**src/rtl/alu_pkg.sv**
```systemverilog
package alu_pkg;

    typedef enum logic [1:0] {
        OP_ADD  = 2'b00,
        OP_SUB  = 2'b01,
        OP_ASR  = 2'b10,
        OP_ASRX = 2'b11
    } alu_op_e;

    typedef struct packed {
        logic neg;
        logic zero;
        logic carry;
        logic ovf;
    } alu_flags_t;

    function automatic logic op_is_shift(input alu_op_e op);
        return op[1];
    endfunction

endpackage

```
**src/rtl/alu_addsub.sv**
```systemverilog
module alu_addsub #(
    parameter int W = 8
) (
    input  logic [W-1:0] a,
    input  logic [W-1:0] b,
    input  logic         sub,
    output logic [W-1:0] sum,
    output logic         cout,
    output logic         ovf
);
    logic [W-1:0] b_eff;
    logic [W:0]   wide;

    always_comb begin
        b_eff = sub ? ~b : b;
        wide  = {1'b0, a} + {1'b0, b_eff} + {{W{1'b0}}, sub};
        sum   = wide[W-1:0];
        cout  = wide[W];
        // same-sign inputs with a result of the other sign
        ovf   = (a[W-1] == b_eff[W-1]) && (sum[W-1] != a[W-1]);
    end
endmodule

```
**src/rtl/alu_asr.sv**
```systemverilog
module alu_asr #(
    parameter int W   = 8,
    parameter int SHW = $clog2(W) + 1
) (
    input  logic [W-1:0]   a,
    input  logic [SHW-1:0] amt,
    output logic [W-1:0]   y
);
    localparam int KW    = (W > 1) ? $clog2(W) : 1;
    localparam int LIMIT = W - 1;

    logic [KW-1:0] k;
    logic [W-1:0]  stage [KW+1];

    always_comb begin
        if (amt > SHW'(LIMIT)) k = KW'(LIMIT);
        else                   k = amt[KW-1:0];
    end

    assign stage[0] = a;

    // logarithmic shifter, one conditional stage per bit of k
    for (genvar s = 0; s < KW; s++) begin : g_stage
        always_comb begin
            if (k[s]) stage[s+1] = W'($signed(stage[s]) >>> (1 << s));
            else      stage[s+1] = stage[s];
        end
    end

    assign y = stage[KW];
endmodule

```
**src/rtl/alu_clamp.sv**
```systemverilog
module alu_clamp #(
    parameter int W = 8
) (
    input  logic [W-1:0] raw,
    input  logic         ovf,
    input  logic         en,
    output logic [W-1:0] y
);
    localparam logic [W-1:0] POS_LIM = {1'b0, {(W-1){1'b1}}};
    localparam logic [W-1:0] NEG_LIM = {1'b1, {(W-1){1'b0}}};

    always_comb begin
        if (en && ovf) y = raw[W-1] ? POS_LIM : NEG_LIM;
        else           y = raw;
    end
endmodule

```
**src/rtl/alu_slice.sv**
```systemverilog
module alu_slice
    import alu_pkg::*;
#(
    parameter int W   = 8,
    parameter int SHW = $clog2(W) + 1
) (
    input  logic           clk,
    input  logic           rst,
    input  logic           in_valid,
    input  logic [W-1:0]   op_a,
    input  logic [W-1:0]   op_b,
    input  logic [1:0]     op_code,
    input  logic           sat_en,
    input  logic [SHW-1:0] shamt,
    output logic           out_valid,
    output logic [W-1:0]   res,
    output logic           flag_n,
    output logic           flag_z,
    output logic           flag_c,
    output logic           flag_v
);
    alu_op_e    op;
    logic [W-1:0] sum, shifted, clamped, nxt_res;
    logic       cout, ovf;
    alu_flags_t nxt_flags, flags_q;

    assign op = alu_op_e'(op_code);

    alu_addsub #(.W(W)) i_addsub (
        .a(op_a), .b(op_b), .sub(op == OP_SUB),
        .sum(sum), .cout(cout), .ovf(ovf)
    );

    alu_asr #(.W(W), .SHW(SHW)) i_asr (
        .a(op_a), .amt(shamt), .y(shifted)
    );

    alu_clamp #(.W(W)) i_clamp (
        .raw(sum), .ovf(ovf), .en(sat_en), .y(clamped)
    );

    always_comb begin
        if (op_is_shift(op)) begin
            nxt_res         = shifted;
            nxt_flags.carry = 1'b0;
            nxt_flags.ovf   = 1'b0;
        end else begin
            nxt_res         = clamped;
            nxt_flags.carry = cout;
            nxt_flags.ovf   = ovf;
        end
        nxt_flags.neg  = nxt_res[W-1];
        nxt_flags.zero = (nxt_res == '0);
    end

    always_ff @(posedge clk) begin
        if (rst) begin
            out_valid <= 1'b0;
            res       <= '0;
            flags_q   <= '0;
        end else begin
            out_valid <= in_valid;
            if (in_valid) begin
                res     <= nxt_res;
                flags_q <= nxt_flags;
            end
        end
    end

    assign flag_n = flags_q.neg;
    assign flag_z = flags_q.zero;
    assign flag_c = flags_q.carry;
    assign flag_v = flags_q.ovf;
endmodule

```
**config.mk**
```make
export PLATFORM = sky130hd
export DESIGN_NAME = alu_slice
export DESIGN_NICKNAME = d
export VERILOG_FILES = /design/src/rtl/alu_pkg.sv /design/src/rtl/alu_addsub.sv /design/src/rtl/alu_asr.sv /design/src/rtl/alu_clamp.sv /design/src/rtl/alu_slice.sv
export SDC_FILE = /design/constraint.sdc
export NUM_CORES = 1
export LEC_CHECK = 0
export ABC_AREA = 1
export BUFFER_PORTS_ARGS = -buffer_cell sky130_fd_sc_hd__buf_2
export CAP_MARGIN = 20
export CORE_ASPECT_RATIO = 1.5
export CORE_UTILIZATION = 52
export DETAILED_ROUTE_END_ITERATION = 16
export PLACE_DENSITY = 0.8
export SYNTH_ARGS = -nofsm -noshare
export SYNTH_HDL_FRONTEND = slang
export SYNTH_SLANG_ARGS = --single-unit
```
**constraint.sdc**
```tcl
create_clock -name clk -period 2.95 [get_ports clk]
set_input_delay 0.59 -clock clk [delete_from_list [all_inputs] [get_ports clk]]
set_output_delay 0.59 -clock clk [all_outputs]
set_load 0.05 [all_outputs]
```
==> flow_summary.yaml <==
sta:
  finalHoldViolCount: 0
  fmax_ghz: 0.389
  slew_viol_final: 0
  setup-tns-final_ns: 0
  max-slew-margin-rel_pct: 69.9
  worst_slack_ns: 0.379
  finClkSkew_ns: 0
  fin_crit_ns: 2.57
  worstMarginPinSlew_ns: 0.451
  finalCritPeriodShare_pct: 87.2
  hold_ws_ns: 0.469
  rsz0062_at_grt: "false"
  setup_viol: 0
clocking:
  clock_latency_ns: 0.26
  cts_max_path_buffers: 2
  cts_tree: "done"
  h-tree-depth: 1
  cts_resized: 0
  cts_buffers: 3
  clk_pin_slew_ns: 0.07
  cts_root_buf: "clkbuf_4"
  post_cts_buffers: 0
  clock_sinks: 12
  ctsHoldBuffers: 0
floorplan:
  core-area_mm2: 0.00242
  rows: 22
  io_pins: 39
  die_h_um: 63.7
  die_area_mm2: 0.00275
  start_util_pct: 54.5
  die_w_um: 43.2
layout:
  fin_nets: 269
  post_layout_nonfiller_instances: 256
  n_antenna_cell: 0
  areaGrowthSynthToFinish_pct: 17.1
  drive_above_1_share_pct: 29.3
  stdcell_area_mm2: 0.00155
grt:
  busiest_layer: "met2"
  grt_max_degree: 16
  grt_pass1_wl_um: 4900
  met3_usage_pct: 1.13
  antenna_found_initial: 0
  grt_pass1_vias: 1282
  grt_overflow_total: 0
  track_usage_pct: 22.5
  met2_usage_pct: 45.5
  grt_use_met1_pct: 21.6
synth:
  syn_avg_cell_area_um2: 6.81
  synth_area_mm2: 0.00132
  ys_seq_area_share_pct: 18.2
  yosysWarnings: 0
  ys_async_sr_fraction_pct: 0
  yosysTopAreaCell: "dfxtp_1"
  syn_inst: 194
  synth_edf_count: 0
  synthTopCellsByArea: "dfxtp_1, nand2_1, ha_1"
  yosys_most_used_dff: "dfxtp_1"
  synth_top_cell_area_share_pct: 18.2
  synth-seq-cells: 12
  synth_cell_types: 37
  syn_nets: 229
place:
  dpl.hpwl_um: 2510
  dpl_cell_area_mm2: 0.00153
  dp.cells: 253
  gp_congestion: 0.820
  port_buffers: 38
  pre_cts_ws_ns: 0.0944
power_and_ir_drop:
  p_leak_uw: 0.000800
  ir_drop_v: 0.000196
  p_per_area_mw_per_mm2: 396
routing:
  dr_total_vias: 1375
  drc: 0
  viasPerCell: 5.37
  drtIter0Drc: 22
  post_drt_wl_per_cell_um: 11.3
  detail-route-antenna-nets: 0
  firstDrtPassIters: 4
  totalWireLength_um: 2890
critical_path:
  worstPathCellList: "buf_2 -> inv_2 -> nand2_8 -> xnor2_1 -> ha_1 -> nand2_1 -> inv_1 -> a21boi_2 -> nand2_4 -> nand2_4 -> nand4_4 -> nand2_1 -> nand2_1 -> nand2_1 -> nand2_1 -> nor2_2 -> nand3_2 -> a21oi_2"
  rrSetupSlack_ns: 2.24
  crit_path_frequent_cell: "nand2_1"
  r2r_cells: 2
  max_stage_delay_ns: 0.33
  end_kind: "register"
  arrival_ns: 2.77
  critical-path-top-delay-family: "simple AND/OR/NAND/NOR gates"
  path_max_fanout: 8
  cp-start-kind: "input port"
  worstReg2RegEnd: "res[3]"
  path_class: "input port to register"
  required_ns: 3.15
  crit_buf_inv: 3
  worst_path_max_delay_cell: "ha_1"
  worstReg2RegStart: "res[3]"
hold_path:
  holdPathStages: 2
  hold_path_end: "flag_v"
  hold_path.class: "register to register"
  hp-start: "flag_v"
job:
  maxCapViolations: 0
run_status:
  status: "completed"
-- placed cells by master, fill, tap and decap left out, types with 4 or more instances in the layout --
| master | n |
|---|---|
| buf_2 | 38 |
| nor2_2 | 5 |
| nand2_1 | 51 |
| xnor2_1 | 8 |
| a21oi_1 | 16 |
| inv_1 | 17 |
| nand2_4 | 5 |
| o211ai_1 | 4 |
| nor2_1 | 12 |
| ha_1 | 8 |
| o21ai_0 | 16 |
| dfxtp_1 | 12 |
-- kinds of logic (layout without fill, tap and decap cells) --
family | count (synthesis) | count (layout) | synth area share, %
AND/OR/NAND/NOR | 88 | 88 | 35.9
adder cells (fa/ha/maj) | 9 | 9 | 9.09
AO/OA/AOI/OAI | 50 | 50 | 22.2
flip-flops | 12 | 12 | 18.2
XOR/XNOR | 11 | 11 | 7.29
buffers and inverters | 24 | 62 | 7.39
-- layout make-up --
type                    count  area (um^2)
flip-flops and latches     12          240
multi-input cells         158          983
well taps                  24         30.0
repair buffers             38          190
fillers                   251          875
clock buffers               3         22.5
inverters                  21         81.3
-- flip-flops by register name, summed over array words and instances, names as in the netlist --
register	count
flag_c	1
flag_v	1
flag_z	1
out_valid	1
res	8
-- per-layer routing --
| layer | part of all wire, % | vias to the layer above |
|---|---|---|
| li1 | - | 720 |
| met1 | 37 | 612 |
| met2 | 57 | 35 |
| met3 | 3.3 | 8 |
| met4 | 2.5 | 0 |
| met5 | 0 | - |
-- worst max path at each step --
stage | start | endpoint | slack (ns) | cells after the start
2_1_floorplan | op_code[1] | flag_z | 0.46 | 17
3_3_place_gp | op_code[1] | flag_z | 0.15 | 18
3_5_place_dp | op_code[1] | flag_z | 0.09 | 18
4_1_cts | op_code[1] | flag_z | 0.37 | 18
5_1_grt | op_code[1] | flag_z | 0.18 | 18
6_report | op_code[1] | flag_z | 0.38 | 18
-- power breakdown --
group	switching [uW]	internal (uW)	leakage, uW
clock network	45.7	47.1	0.0000138
logic	223	117	0.000687
registers	4.93	175	0.0000992
total	274	339	0.000800
-- metrics by stage --
stage / total power (uW) / util [%]
after floorplan: 445 / -
after global placement: 517 / 63.0
after detailed placement: 522 / 63.0
after global routing: 660 / 63.9
final: 612 / 63.9
after CTS: 616 / 63.9
-- cells in the mapped netlist (2+ instances only) --
cell      number
nor2_2         5
nand3_2        2
xnor2_1        8
a21o_1         2
nand2_2        3
inv_2          2
a21oi_2        3
nor2_1        12
xor2_1         3
dfxtp_1       12
inv_1         17
a31oi_1        2
a21oi_1       16
o21ai_1        3
nand2_1       51
nand3_1        2
o21ai_0       16
ha_1           8
nand2_4        5
nand4_1        2
o211ai_1       4
-- worst min-delay path: stages (launching register included) --
cell and delay, ns:
dfxtp_1 0.31, nand2_1 0.06, a21oi_1 0.05
(Power assumes the default switching activity.)
